`src/rtl/gr_pkg.sv`:
```
package gr_pkg;
    localparam int NPINS   = 16;
    localparam int NSETS   = 4;
    localparam int SET_SZ  = NPINS / NSETS;
    localparam int SELW    = $clog2(SET_SZ);
    localparam int NGCLK   = 4;
    localparam int GW      = $clog2(NGCLK);
    localparam int NDATA   = 4;

    typedef enum logic [1:0] {SET_A, SET_B, SET_C, SET_D} pin_set_e;

    // lowest field first in bit order: dsel[0] occupies the low bits
    typedef struct packed {
        logic [GW-1:0]               gidx;
        logic                        glb;
        logic [SELW-1:0]             ms1;
        logic [SELW-1:0]             ms0;
        logic [SELW-1:0]             ce;
        logic [SELW-1:0]             ck;
        logic [SELW-1:0]             oe;
        logic [NDATA-1:0][SELW-1:0]  dsel;
    } cell_cfg_t;

    localparam int CELL_W = $bits(cell_cfg_t);

    typedef struct packed {
        logic [NDATA-1:0] data;
        logic             oe;
        logic             clk;
        logic             clken;
        logic [1:0]       msel;
    } cell_route_t;

    function automatic int set_base(pin_set_e s);
        return int'(s) * SET_SZ;
    endfunction
endpackage

```
`src/rtl/gr_cfg_chain.sv`:
```
module gr_cfg_chain
    import gr_pkg::*;
#(
    parameter int TOT = 84
) (
    input  logic           clk,
    input  logic           rst,
    input  logic           shift_en,
    input  logic           sin,
    input  logic           update,
    output logic [TOT-1:0] shadow_q,
    output logic [TOT-1:0] active_q,
    output logic           loaded_q,
    output logic           sout
);
    always_ff @(posedge clk) begin
        if (rst) begin
            shadow_q <= '0;
            active_q <= '0;
            loaded_q <= 1'b0;
        end else begin
            if (shift_en) shadow_q <= {sin, shadow_q[TOT-1:1]};
            if (update) begin
                active_q <= shadow_q;
                loaded_q <= 1'b1;
            end
        end
    end

    assign sout = shadow_q[0];
endmodule

```
`src/rtl/gr_set_mux.sv`:
```
module gr_set_mux
    import gr_pkg::*;
#(
    parameter pin_set_e SET = SET_A
) (
    input  logic [NPINS-1:0] pins,
    input  logic [SELW-1:0]  sel,
    output logic             y
);
    localparam int BASE = set_base(SET);

    logic [SET_SZ-1:0] slice;
    assign slice = pins[BASE +: SET_SZ];

    always_comb begin
        y = 1'b0;
        for (int i = 0; i < SET_SZ; i++) begin
            if (sel == SELW'(i)) y = slice[i];
        end
    end
endmodule

```
`src/rtl/gr_cell_route.sv`:
```
module gr_cell_route
    import gr_pkg::*;
(
    input  cell_cfg_t         cfg,
    input  logic              loaded,
    input  logic [NPINS-1:0]  pins,
    input  logic [NGCLK-1:0]  gclk,
    output cell_route_t       route
);
    logic [NDATA-1:0] data_raw;
    logic oe_raw, ck_pin, ce_raw, ms0_raw, ms1_raw, ck_raw;

    for (genvar d = 0; d < NDATA; d++) begin : g_data
        gr_set_mux #(.SET(pin_set_e'(d))) u_dmux (
            .pins(pins), .sel(cfg.dsel[d]), .y(data_raw[d])
        );
    end

    gr_set_mux #(.SET(SET_A)) u_oe  (.pins(pins), .sel(cfg.oe),  .y(oe_raw));
    gr_set_mux #(.SET(SET_B)) u_ck  (.pins(pins), .sel(cfg.ck),  .y(ck_pin));
    gr_set_mux #(.SET(SET_B)) u_ce  (.pins(pins), .sel(cfg.ce),  .y(ce_raw));
    gr_set_mux #(.SET(SET_C)) u_ms0 (.pins(pins), .sel(cfg.ms0), .y(ms0_raw));
    gr_set_mux #(.SET(SET_D)) u_ms1 (.pins(pins), .sel(cfg.ms1), .y(ms1_raw));

    assign ck_raw = cfg.glb ? gclk[cfg.gidx] : ck_pin;

    always_comb begin
        route = '0;
        if (loaded) begin
            route.data  = data_raw;
            route.oe    = oe_raw;
            route.clk   = ck_raw;
            route.clken = ce_raw;
            route.msel  = {ms1_raw, ms0_raw};
        end
    end
endmodule

```
`src/rtl/gr_pool.sv`:
```
module gr_pool
    import gr_pkg::*;
#(
    parameter int NCELLS = 4
) (
    input  logic                      clk,
    input  logic                      rst,
    input  logic                      cfg_shift,
    input  logic                      cfg_sin,
    input  logic                      cfg_update,
    output logic                      cfg_sout,
    input  logic [NPINS-1:0]          pin_in,
    input  logic [NGCLK-1:0]          gclk_in,
    output logic [NCELLS*NDATA-1:0]   cell_data,
    output logic [NCELLS-1:0]         cell_oe,
    output logic [NCELLS-1:0]         cell_clk,
    output logic [NCELLS-1:0]         cell_clken,
    output logic [NCELLS*2-1:0]       cell_msel
);
    localparam int TOT = NCELLS * CELL_W;

    logic [TOT-1:0] shadow_q;
    logic [TOT-1:0] active_q;
    logic           loaded_q;

    gr_cfg_chain #(.TOT(TOT)) u_chain (
        .clk(clk), .rst(rst), .shift_en(cfg_shift), .sin(cfg_sin),
        .update(cfg_update), .shadow_q(shadow_q), .active_q(active_q),
        .loaded_q(loaded_q), .sout(cfg_sout)
    );

    for (genvar c = 0; c < NCELLS; c++) begin : g_cell
        cell_route_t r;
        gr_cell_route u_route (
            .cfg(cell_cfg_t'(active_q[c*CELL_W +: CELL_W])),
            .loaded(loaded_q), .pins(pin_in), .gclk(gclk_in), .route(r)
        );
        assign cell_data[c*NDATA +: NDATA] = r.data;
        assign cell_oe[c]                  = r.oe;
        assign cell_clk[c]                 = r.clk;
        assign cell_clken[c]               = r.clken;
        assign cell_msel[c*2 +: 2]         = r.msel;
    end
endmodule

```
`config.mk`:
```
export PLATFORM = sky130hd
export DESIGN_NAME = gr_pool
export DESIGN_NICKNAME = d
export VERILOG_FILES = /design/src/rtl/gr_pkg.sv /design/src/rtl/gr_cfg_chain.sv /design/src/rtl/gr_set_mux.sv /design/src/rtl/gr_cell_route.sv /design/src/rtl/gr_pool.sv
export SDC_FILE = /design/constraint.sdc
export NUM_CORES = 1
export LEC_CHECK = 0
export BUFFER_PORTS_ARGS = -buffer_cell sky130_fd_sc_hd__buf_2
export CORE_ASPECT_RATIO = 1.1
export CORE_MARGIN = 2
export CORE_UTILIZATION = 30
export CTS_BUF_LIST = sky130_fd_sc_hd__clkbuf_2
export DETAILED_ROUTE_END_ITERATION = 12
export GPL_ROUTABILITY_DRIVEN = 0
export PLACE_DENSITY = 0.46
export SLEW_MARGIN = 10
export SYNTH_ARGS = -nofsm -noshare
export SYNTH_HDL_FRONTEND = slang
export SYNTH_SLANG_ARGS = --single-unit
```
`constraint.sdc`:
```
create_clock -name clk -period 4.66 [get_ports clk]
set_input_delay 1.398 -clock clk [delete_from_list [all_inputs] [get_ports clk]]
set_output_delay 1.398 -clock clk [all_outputs]
set_load 0.02 [all_outputs]
```
==> results_dict.tcl, run 1 <==
set metrics [dict create \
    hpwl_um 11800 \
    cts_tree "done" \
    start_kind "input pin" \
    grt_pass1_vias 4513 \
    worst_slew_pin_slew_ns 0.776 \
    port_buffers 61 \
    clkTransAtPathRegs_ns 0.18 \
    netlist_top_cells_count "170 x nor2_1, 169 x dfxtp_1, 168 x mux2i_1" \
    worstPathMaxFanout 12 \
    antenna_left 0 \
    synthCells 638 \
    status "completed" \
    dominantRegCellSynth "dfxtp_1" \
    core.rowCount 59 \
    hold_end "u_chain.active_q[50]" \
    fin_crit_sh_pct 84.4 \
    dieWidth_um 151 \
    whs_path_depth 2 \
    setup-violations-final 0 \
    stdcell_count 993 \
    regToRegSetupSlack_ns 3.68 \
    peakVddDrop_mv 0.107 \
    power_density_mw_per_mm2 317 \
    hold_viol_final 0 \
    post-route-drc-count 0 \
    synth_top_area_share_pct 47.2 \
    antenna_found_initial 1 \
    first_pass_iters 4 \
    htree_levels 4 \
    syn2layout_area_growth_pct 10.5 \
    synth-edff-count 0 \
    initial_core_util_pct 30.4 \
    grt_util_all_layers_pct 14.9 \
    clock-skew-final_ns 0.0185 \
    worstSkewPairLatency_ns 0.71 \
    rsz0062_at_grt "false" \
    cts-resized-gates 0 \
    via_count 4709 \
    r2r-end "u_chain.loaded_q" \
    hold_class "flip-flop to flip-flop" \
    synth-seq-cells 169 \
    clockBufferDepth 2 \
    viasPerCell 4.74 \
    initialDrtViolationCount 291 \
    place_inst 963 \
    cts_buffers 17 \
    required_ns 3.26 \
    syn-mean-instance-area_sq_um 11.2 \
    synth-seq-area-share_pct 47.2 \
    synth.largest_area_cell "dfxtp_1" \
    critical_path_arrival_ns 2.53 \
    synth_area_sq_mm 0.00716 \
    relSlewSlack_pct 48.3 \
    preCtsSetupSlack_ns 0.735 \
    worstReg2RegStart "u_chain.loaded_q" \
    p_leak_uw 0.00338 \
    dieArea_sq_mm 0.0251 \
    grt_start_max_net_pins 100 \
    ys_async_sr_fraction_pct 0 \
    hold_start "u_chain.active_q[50]" \
    io-pin-count 62 \
    wl_per_cell_um 18.2 \
    finalCriticalPeriod_ns 3.93 \
    grt_pass1_wl_um 27700 \
    grt_overflow_total 0 \
    synthDistinctLibCells 13 \
    r2r_cells 2 \
    synth.area.top_cells "dfxtp_1 47%, mux2i_1 23%, mux4_2 12%, nor2_1 8.9%, and2_1 3.1%" \
    fmax_mhz 254 \
    chipHeight_um 166 \
    core_area_sq_mm 0.0235 \
    cts_setup_buffers 0 \
    wl_um 18100 \
    ys.warnings.count 0 \
    endpoint_kind "output pin" \
    syn_nets 663 \
    post-synth-top-count-cell "nor2_1" \
    cts.sinks 169 \
    nets 702 \
    hold_buffers 0 \
    slew_violations 0 \
    finalWorstSetupSlack_ns 0.728 \
    cap_violations 0 \
    drive_gt1_share_pct 19.2 \
    cts-root-buf "clkbuf_2" \
    fin_tns_setup_ns 0 \
    worstSetupPathType "input pin to output pin" \
]
## power breakdown
group	switching, uW	total [uW]	leakage, uW	internal, uW
registers	4.77	1460	0.00136	1450
clock network	481	824	0.000151	344
logic	144	230	0.00187	85.6
## worst max path at each step
stage | startpoint | cells past startpoint | endpoint | slack, ns
floorplan | pin_in[6] | 3 | cell_clk[0] | 1.01
global placement | pin_in[6] | 4 | cell_clk[3] | 0.74
detailed placement | pin_in[6] | 4 | cell_clk[3] | 0.74
CTS | u_chain.loaded_q | 4 | cell_clk[3] | 0.71
global route | u_chain.loaded_q | 4 | cell_clk[3] | 0.57
finish | pin_in[6] | 4 | cell_clk[3] | 0.73
## cells in the final DEF, fill, tap and decap left out
| cell type | count |
|---|---|
| a22o_1 | 4 |
| and2_1 | 36 |
| buf_12 | 2 |
| buf_2 | 58 |
| buf_4 | 7 |
| bufinv_16 | 4 |
| clkbuf_2 | 19 |
| clkinv_1 | 2 |
| clkinv_2 | 2 |
| clkinv_4 | 1 |
| clkinvlp_4 | 1 |
| dfxtp_1 | 169 |
| diode_2 | 1 |
| mux2i_1 | 168 |
| mux4_1 | 2 |
| mux4_2 | 38 |
| nor2_1 | 170 |
| nor2b_1 | 4 |
## critical path, stage by stage
cell    delay (ns)
buf_2         0.17
mux4_1        0.52
a22o_1        0.26
buf_2         0.17
## through the flow
stage | power, uW | hold WS (ns) | instance area (sq um) | util, %
after floorplan | 1640 | 0.464 | 7160 | -
after global placement | 1710 | 0.481 | 7660 | 32.5
after detailed placement | 1710 | 0.493 | 7660 | 32.5
after CTS | 2560 | 0.534 | 7910 | 33.6
after global routing | 2630 | 0.554 | 7910 | 33.6
final | 2510 | 0.532 | 7910 | 33.6
## sequential cells by signal (all words and copies together), names as in the netlist
register and count:
u_chain.active_q 84, u_chain.shadow_q 84, u_chain.loaded_q 1
## cell type report
type	count	area [sq um]
Tap cell	305	382
Timing Repair Buffer	67	383
Multi-Input combinational cell	422	3510
Clock buffer	19	95.1
Sequential cell	169	3380
Antenna cell	1	2.50
Clock inverter	10	154
Fill cell	2365	15600
## logic make-up (layout without fill, tap and decap cells)
family	count (synthesis)	in the layout	share of synthesized area (%)
compound gates	4	4	0.489
buf+inv	47	96	3.70
flops	169	169	47.2
mux	208	208	36.2
other cells	0	1	0
simple gates	210	210	12.4
## per-layer routing
metal	part of all wire, %	global-route usage [%]	wire length [um]	vias up
li1	-	-	-	2293
met1	45	20.2	8140	2299
met2	47	23.5	8560	100
met3	5.5	3.38	1000	17
met4	2.2	4.96	395	0
met5	0	0	0	-
No activity file was read; power rests on OpenSTA's default activity.
==> run 2: changes to the inputs <==
Clock period 4.66 ns to 3.7 ns, I/O delays scaled along.
==> run 2 against run 1 <==
Effect of this change:
- final cell count increased by 0.50%
- flip-flop and latch count unchanged
- setup slack worse by 0.37 ns
- via count fell by 0.21%
- clock power grew 10%
- global-route usage is 0.41 points lower
- die area did not move
- combinational power rose by 26%
- register-to-register slack worse by 1.3 ns
- wire length decreased by 3.0%
- critical path depth did not move
- first-iteration DRC count fell by 20%
- highest routed layer unchanged
==> results_dict.tcl, run 2 (same netlist as run 1, synthesis figures left out) <==
set metrics [dict create \
    peakVddDrop_mv 0.138 \
    cts_buffers 17 \
    clock-skew-final_ns 0.0294 \
    worstSkewPairLatency_ns 0.73 \
    core.rowCount 59 \
    cts_setup_buffers 0 \
    worst_slew_pin_slew_ns 0.721 \
    first_pass_iters 4 \
    cp_num_buf_inv 2 \
    wl_um 17600 \
    initialDrtViolationCount 232 \
    cts-resized-gates 0 \
    dieArea_sq_mm 0.0251 \
    fill_cells 2378 \
    finalCriticalPeriod_ns 3.35 \
    dieWidth_um 151 \
    grt_util_all_layers_pct 14.5 \
    hold_viol_final 0 \
    worst_hold_slack_ns 0.530 \
    fin_crit_sh_pct 90.4 \
    placed_cell_area_sq_mm 0.00770 \
    syn2layout_area_growth_pct 10.4 \
    grt_pass1_wl_um 27100 \
    grtUsageMet3_pct 3.32 \
    port_buffers 61 \
    rsz0062_at_grt "false" \
    stdcell_count 998 \
    start_kind "input pin" \
    chipHeight_um 166 \
    hold_class "flip-flop to flip-flop" \
    met2_usage_pct 22.7 \
    hold_buffers 0 \
    fin_area_sq_mm 0.00791 \
    drive_gt1_share_pct 19.7 \
    fmax_mhz 299 \
    cpMostUsedCell "buf_2" \
    antenna_left 0 \
    place_inst 966 \
    whs_path_depth 2 \
    worstSetupPathType "input pin to output pin" \
    cts-root-buf "clkbuf_2" \
    relSlewSlack_pct 51.9 \
    cts.sinks 169 \
    worstPathMaxFanout 12 \
    endpoint_kind "output pin" \
    crit_cells 4 \
    cp_cell_sequence "buf_2 -> mux4_1 -> a22o_1 -> buf_2" \
    cts_tree "done" \
    initial_core_util_pct 30.4 \
    grt_start_max_net_pins 84 \
    grt_pass1_vias 4582 \
    required_ns 2.59 \
    io-pin-count 62 \
    cp_top_family "multiplexers" \
    cap_violations 0 \
    grt_overflow_total 0 \
    via_count 4699 \
    antenna_found_initial 5 \
    wl_per_cell_um 17.6 \
    use_met1_pct 19.8 \
    setup-violations-final 0 \
    crit_slowest_cell "mux4_1" \
    nets 705 \
    power_density_mw_per_mm2 383 \
    post-route-drc-count 0 \
    slowest_delay_ns 0.52 \
    core_area_sq_mm 0.0235 \
    utilization_pct 33.6 \
    r2r_cells 3 \
    slew_violations 0 \
    busiest_layer "met2" \
    status "completed" \
    reg_top3 "u_chain.active_q (84), u_chain.shadow_q (84), u_chain.loaded_q (1)" \
    viasPerCell 4.71 \
    layout_common_cells "170 x nor2_1, 169 x dfxtp_1, 168 x mux2i_1, 58 x buf_2, 38 x mux4_2" \
    clkTransAtPathRegs_ns 0.22 \
    p_leak_uw 0.00338 \
    htree_levels 4 \
    fin_tns_setup_ns 0 \
    critical_path_arrival_ns 2.24 \
    layout_commonest_cell "nor2_1" \
    clockBufferDepth 2 \
    hpwl_um 11800 \
]
run 2: cell types whose count changed in the layout (fill, tap and decap cells not counted), sizes merged:
cell / delta
clkinvlp: +2
bufinv: -2
buf: +3
clkbuf: +2
run 2: layer usage:
metal,vias up,share of wire [%]
met2,93,47
met1,2295,47
li1,2296,-
met4,0,1.7
met3,15,4.9
met5,-,0
run 2: metrics by stage:
step,total power [uW],worst slack [ns]
floorplan,2060,0.623
global placement,2160,0.358
detailed placement,2160,0.348
CTS,3090,0.306
global route,3180,0.154
finish,3030,0.354
run 2: cell type report:
class / instances / area, sq um / area share, %
repair buffers: 70 / 418 / 5.28
well taps: 305 / 382 / 4.83
clock inverters: 10 / 104 / 1.31
flip-flops and latches: 169 / 3380 / 42.8
multi-input cells: 422 / 3510 / 44.4
diodes: 1 / 2.50 / 0.0316
clock buffers: 21 / 105 / 1.33
run 2: report_power, final:
group / leakage [uW] / switching (uW) / internal (uW)
logic: 0.00189 / 178 / 111
registers: 0.00136 / 6.31 / 1830
clock network: 0.000128 / 603 / 306
run 2: worst reg2reg max path, cell delays in order (launching register included):
cell,delay [ns]
dfxtp_1,0.83
buf_4,0.29
nor2_1,0.05
nor2_1,0.08
run 2: worst paths after layout:
kind | start | end | slack, ns
worst max-delay path | pin_in[6] | cell_clk[3] | 0.35
worst min-delay path | u_chain.shadow_q[2] | u_chain.shadow_q[1] | 0.53
worst max register to register | u_chain.loaded_q | u_chain.loaded_q | 2.40
worst min register to register | u_chain.shadow_q[2] | u_chain.shadow_q[1] | 0.53
